==> config.mk <==
export PLATFORM = sky130hd
export DESIGN_NAME = nrzi_destuff_rx
export DESIGN_NICKNAME = d
export VERILOG_FILES = /design/src/rtl/nrzi_rx_pkg.sv /design/src/rtl/nrzi_level_tracker.sv /design/src/rtl/ones_run_counter.sv /design/src/rtl/destuff_classifier.sv /design/src/rtl/nrzi_destuff_rx.sv
export SDC_FILE = /design/constraint.sdc
export NUM_CORES = 1
export LEC_CHECK = 0
export BUFFER_PORTS_ARGS = -buffer_cell sky130_fd_sc_hd__buf_2
export CAP_MARGIN = 5
export CORE_AREA = 5 5 42 44
export DETAILED_ROUTE_END_ITERATION = 16
export DIE_AREA = 0 0 47 49
export GPL_ROUTABILITY_DRIVEN = 0
export HOLD_SLACK_MARGIN = 0.12
export SKIP_LAST_GASP = 1
export SLEW_MARGIN = 20
export SYNTH_ARGS = -nofsm -noshare
export SYNTH_HDL_FRONTEND = slang
export SYNTH_HIERARCHICAL = 1
export SYNTH_SLANG_ARGS = --single-unit
==> constraint.sdc <==
create_clock -name clk -period 3 [get_ports clk]
set_input_delay 0.3 -clock clk [delete_from_list [all_inputs] [get_ports clk]]
set_output_delay 0.3 -clock clk [all_outputs]
set_load 0.01 [all_outputs]
==> src/rtl/nrzi_rx_pkg.sv <==
package nrzi_rx_pkg;
  typedef enum logic [1:0] {
    EV_DATA  = 2'd0,
    EV_STUFF = 2'd1,
    EV_DELIM = 2'd2
  } bit_event_e;
endpackage

==> src/rtl/nrzi_level_tracker.sv <==
module nrzi_level_tracker (
  input  logic clk,
  input  logic rst,
  input  logic bit_en,
  input  logic line_in,
  input  logic mark_mode,
  output logic dec_bit
);
  logic prev_lvl;
  logic changed;

  assign changed = line_in ^ prev_lvl;
  assign dec_bit = mark_mode ? changed : ~changed;

  always_ff @(posedge clk) begin
    if (rst)         prev_lvl <= 1'b1;
    else if (bit_en) prev_lvl <= line_in;
  end

  // idle clocks leave the held level alone
  p_idle_level_r10: assert property (@(posedge clk) disable iff (rst)
    !bit_en |=> $stable(prev_lvl));
endmodule

==> src/rtl/ones_run_counter.sv <==
module ones_run_counter #(
  parameter int CNT_MAX = 6,
  parameter int CNT_W   = $clog2(CNT_MAX + 1)
) (
  input  logic             clk,
  input  logic             rst,
  input  logic             bit_en,
  input  logic             dec_bit,
  output logic [CNT_W-1:0] run_cnt
);
  localparam logic [CNT_W-1:0] SAT = CNT_W'(CNT_MAX);

  always_ff @(posedge clk) begin
    if (rst) begin
      run_cnt <= '0;
    end else if (bit_en) begin
      if (!dec_bit)           run_cnt <= '0;
      else if (run_cnt != SAT) run_cnt <= run_cnt + 1'b1;
    end
  end

  // the run never exceeds its saturation limit
  p_cnt_bound_r8: assert property (@(posedge clk) disable iff (rst)
    run_cnt <= SAT);
  // no tick, no change in the run
  p_cnt_idle_r10: assert property (@(posedge clk) disable iff (rst)
    !bit_en |=> $stable(run_cnt));
endmodule

==> src/rtl/destuff_classifier.sv <==
module destuff_classifier
  import nrzi_rx_pkg::*;
#(
  parameter int HDLC_RUN = 5,
  parameter int USB_RUN  = 6,
  parameter int CNT_W    = 3
) (
  input  logic             dec_bit,
  input  logic [CNT_W-1:0] run_cnt,
  input  logic             usb_mode,
  output bit_event_e       ev,
  output logic             viol
);
  localparam logic [CNT_W-1:0] T_HDLC = CNT_W'(HDLC_RUN);
  localparam logic [CNT_W-1:0] T_FLAG = CNT_W'(HDLC_RUN + 1);
  localparam logic [CNT_W-1:0] T_USB  = CNT_W'(USB_RUN);

  logic [CNT_W-1:0] thr;
  logic [CNT_W-1:0] err_lim;

  assign thr     = usb_mode ? T_USB : T_HDLC;
  assign err_lim = usb_mode ? T_USB : T_FLAG;

  always_comb begin
    ev   = EV_DATA;
    viol = 1'b0;
    if (dec_bit) begin
      viol = (run_cnt >= err_lim);
    end else if (!usb_mode && run_cnt >= T_FLAG) begin
      ev = EV_DELIM;
    end else if (run_cnt >= thr) begin
      ev = EV_STUFF;
    end
  end
endmodule

==> src/rtl/nrzi_destuff_rx.sv <==
module nrzi_destuff_rx
  import nrzi_rx_pkg::*;
#(
  parameter int HDLC_RUN = 5,
  parameter int USB_RUN  = 6
) (
  input  logic clk,
  input  logic rst,
  input  logic bit_en,
  input  logic line_in,
  input  logic usb_mode,
  input  logic mark_mode,
  input  logic err_clr,
  output logic dout,
  output logic dout_valid,
  output logic delim_det,
  output logic stuff_err
);
  localparam int CNT_MAX = (USB_RUN > HDLC_RUN + 1) ? USB_RUN : HDLC_RUN + 1;
  localparam int CNT_W   = $clog2(CNT_MAX + 1);

  logic             dec_bit;
  logic [CNT_W-1:0] run_cnt;
  bit_event_e       ev;
  logic             viol;

  nrzi_level_tracker u_lvl (
    .clk(clk), .rst(rst), .bit_en(bit_en), .line_in(line_in),
    .mark_mode(mark_mode), .dec_bit(dec_bit)
  );

  ones_run_counter #(.CNT_MAX(CNT_MAX), .CNT_W(CNT_W)) u_run (
    .clk(clk), .rst(rst), .bit_en(bit_en), .dec_bit(dec_bit), .run_cnt(run_cnt)
  );

  destuff_classifier #(.HDLC_RUN(HDLC_RUN), .USB_RUN(USB_RUN), .CNT_W(CNT_W)) u_cls (
    .dec_bit(dec_bit), .run_cnt(run_cnt), .usb_mode(usb_mode), .ev(ev), .viol(viol)
  );

  always_ff @(posedge clk) begin
    if (rst) begin
      dout       <= 1'b0;
      dout_valid <= 1'b0;
      delim_det  <= 1'b0;
    end else begin
      dout_valid <= 1'b0;
      delim_det  <= 1'b0;
      if (bit_en) begin
        unique case (ev)
          EV_DATA: begin
            dout_valid <= 1'b1;
            dout       <= dec_bit;
          end
          EV_DELIM: delim_det <= 1'b1;
          default: ;
        endcase
      end
    end
  end

  always_ff @(posedge clk) begin
    if (rst)                 stuff_err <= 1'b0;
    else if (bit_en && viol) stuff_err <= 1'b1;
    else if (err_clr)        stuff_err <= 1'b0;
  end

  // a strobe only follows a tick
  p_valid_tick_r10: assert property (@(posedge clk) disable iff (rst)
    dout_valid |-> $past(bit_en));
  // a delimiter never carries data
  p_delim_excl_r7: assert property (@(posedge clk) disable iff (rst)
    delim_det |-> !dout_valid);
  // delimiters only in the five-run mode
  p_delim_mode_r7: assert property (@(posedge clk) disable iff (rst)
    delim_det |-> !$past(usb_mode));
  // the flag holds without a clear
  p_err_sticky_r9: assert property (@(posedge clk) disable iff (rst)
    (stuff_err && !err_clr) |=> stuff_err);
endmodule

==> results.sh <==
export IMPL_cts_resized_gates=0
export IMPL_antenna_found_initial=0
export IMPL_report_final_slew_viol_count=0
export IMPL_vias=372
export IMPL_clockBufferDepth=2
export IMPL_power_internal_uw=176
export IMPL_switching_share=0.262
export IMPL_syn_inst=46
export IMPL_fill_cells=151
export IMPL_grt_max_degree=13
export IMPL_finalHoldViolations=0
export IMPL_pwr_share_seq=0.487
export IMPL_htree_levels=1
export IMPL_finalSetupViolCount=0
export IMPL_yosys_warnings=6
export IMPL_drive_above_1_share=0.288
export IMPL_synth_area_sq_um=454
export IMPL_cts_tree="yes"
export IMPL_cp_slowest_stage_delay_ps=570
export IMPL_ys_ff_latch=8
export IMPL_criticalPathCategory="reg2reg"
export IMPL_antenna_cells=0
export IMPL_leakage_uw=0.000233
export IMPL_powerDensity_nw_per_um2=436
export IMPL_cap_violations=0
export IMPL_area_growth_syn_to_layout_pct=20.4
export IMPL_hpwl_um=643
export IMPL_fin_total_pwr_uw=239
export IMPL_finalInstanceArea_sq_um=547
export IMPL_arrival_ps=1820
export IMPL_die_area_sq_um=2300
export IMPL_crit_slowest_cell="xnor2_1"
export IMPL_grt_pass1_vias=343
export IMPL_wl_met3_um=16
export IMPL_clk_latency_ps=250
export IMPL_grt_pass1_wl_um=1420
export IMPL_overflow=0
export IMPL_cts_clk_slew_worst_paths_ps=60
export IMPL_avgSynthCellArea_sq_um=9.87
export IMPL_required_ps=3180
export IMPL_drc=0
export IMPL_cts_setup_buffers=0
export IMPL_num_rows=14
export IMPL_power_switching_uw=62.5
export IMPL_die_x_um=47
export IMPL_grtUsageTotal=0.0844
export IMPL_pin_count=11
export IMPL_ctsHoldBuffers=0
export IMPL_hold_class="in2reg"
export IMPL_worst_slew_pin_slew_ps=692
export IMPL_cts_root_buf="clkbuf_4"
export IMPL_ys_types=25
export IMPL_dieHeight_um=49
export IMPL_p_clk_frac=0.345
export IMPL_post_route_period_util=0.547
export IMPL_cpLargestDelayFamily="XOR/XNOR gates"
export IMPL_nNetsFinal=72
export IMPL_cp_cell_sequence="xnor2_1, and3b_1, nor3b_2, mux2i_1"
export IMPL_drt_total_wl_um=855
export IMPL_outcome="finished clean"
export IMPL_tns_ps=0
export IMPL_cts_buffers=3
export IMPL_path_buf_inv=0
export IMPL_route_met2_wl_um=396
export IMPL_core_area_sq_um=1400
export IMPL_r2r_slack_ps=1360
export IMPL_period_needed_ps=1640
export IMPL_port_buffers=10
export IMPL_combPwrFrac=0.169
export IMPL_critPathMaxFanout=9
export IMPL_fmax_ghz=0.610
export IMPL_worstSetupStartpointType="register"
export IMPL_rsz0062_at_grt="false"
export IMPL_ir_drop_uv=139
export IMPL_yosysSeqAreaShare=0.353
export IMPL_placed_area_sq_um=524
export IMPL_slew_headroom=0.536
export IMPL_drt_wirelength_per_cell_um=11.4
export IMPL_drt_iter0_markers=0
export IMPL_ant_nets=0
export IMPL_via_per_inst=4.96
export IMPL_top_layer_used="met3"
export IMPL_cts_sinks=8
export IMPL_start_util=0.324
export IMPL_m1WireLength_um=441
export IMPL_syn_nets=57
export IMPL_fin_skew_ps=2.65
export IMPL_end_kind="register"
export IMPL_dr_pass1_iters=1
cell usage in the layout, fill, tap and decap left out, types with 2 or more instances in the layout:
| cell | instances |
|---|---|
| buf_2 | 10 |
| a21oi_1 | 3 |
| a31oi_1 | 2 |
| nand2_1 | 3 |
| ha_1 | 4 |
| dfxtp_1 | 8 |
| inv_1 | 3 |
| nand2b_1 | 5 |
| clkbuf_4 | 3 |
routing by layer:
layer,vias up,global-route usage
li1,197,-
met1,171,0.105
met2,4,0.122
met3,0,0.0221
met4,0,0.0553
met5,-,0
worst paths after layout:
| check | start | end | depth (start not counted) |
|---|---|---|---|
| setup / recovery | u_lvl/prev_lvl$_SDFFE_PP1P_ | dout$_SDFFE_PP0P_ | 4 |
| hold / removal | line_in | u_lvl/prev_lvl$_SDFFE_PP1P_ | 2 |
| setup reg to reg | u_lvl/prev_lvl$_SDFFE_PP1P_ | dout$_SDFFE_PP0P_ | 4 |
| hold reg to reg | stuff_err$_SDFFE_PP0P_ | stuff_err$_SDFFE_PP0P_ | 2 |
kinds of logic (layout without fill, tap and decap cells):
logic type	after synthesis	in the layout	synth area share
AOI/OAI and AO/OA	8	8	0.118
xor gates and xnor gates	2	2	0.0386
adders and majority gates	4	4	0.110
buffers and inverters	3	16	0.0248
DFF	8	8	0.353
muxes	1	1	0.0220
and+or+nand+nor	20	20	0.333
flip-flops by register name, indices dropped and copies added (netlist names):
| register | count |
|---|---|
| u_run/run_cnt | 3 |
| dout | 1 |
| u_lvl/prev_lvl | 1 |
| dout_valid | 1 |
| stuff_err | 1 |
| delim_det | 1 |
synth_stat cells, drive strengths merged:
library cell | instances | share of area
a21oi | 3 | 0.033
a211o | 1 | 0.022
a311oi | 1 | 0.019
xnor2 | 1 | 0.019
a31oi | 2 | 0.028
nand4 | 1 | 0.014
ha | 4 | 0.11
dfxtp | 8 | 0.35
nand2b | 5 | 0.069
inv | 3 | 0.025
xor2 | 1 | 0.019
nor4b | 2 | 0.052
nand2 | 3 | 0.025
nand4b | 1 | 0.019
mux2i | 1 | 0.022
and3 | 1 | 0.014
nand3b | 1 | 0.017
and3b | 1 | 0.019
nor4bb | 1 | 0.022
nor3b | 1 | 0.028
nand3 | 1 | 0.011
nor2b | 2 | 0.044
a211oi | 1 | 0.017
area by class of cell:
| class | count | area (sq um) | area share |
|---|---|---|---|
| multi-input cells | 35 | 283 | 0.517 |
| flip-flops and latches | 8 | 160 | 0.293 |
| repair buffers | 10 | 50.0 | 0.0915 |
| clock buffers | 3 | 22.5 | 0.0412 |
| well taps | 16 | 20.0 | 0.0366 |
| inverters | 3 | 11.3 | 0.0206 |
power by group through the flow:
| stage | clock network [uW] | logic [uW] | registers, uW |
|---|---|---|---|
| finish | 82.3 | 40.2 | 116 |
| global route | 90.8 | 46.5 | 117 |
| CTS | 84.5 | 40.4 | 116 |
| detailed placement | 0 | 40.3 | 118 |
| global placement | 0 | 39.3 | 118 |
| floorplan | 0 | 25.1 | 119 |
per-stage QoR:
step                      hold WS (ps)   util  instances  worst slack, ps
after floorplan                    369      -         46             1430
after global placement             456  0.374         72             1130
after detailed placement           469  0.374         72             1130
after CTS                          278  0.390         75             1390
after global routing               291  0.390         75             1200
final                              285  0.390         75             1360
Power figures use the tool's default switching activity.
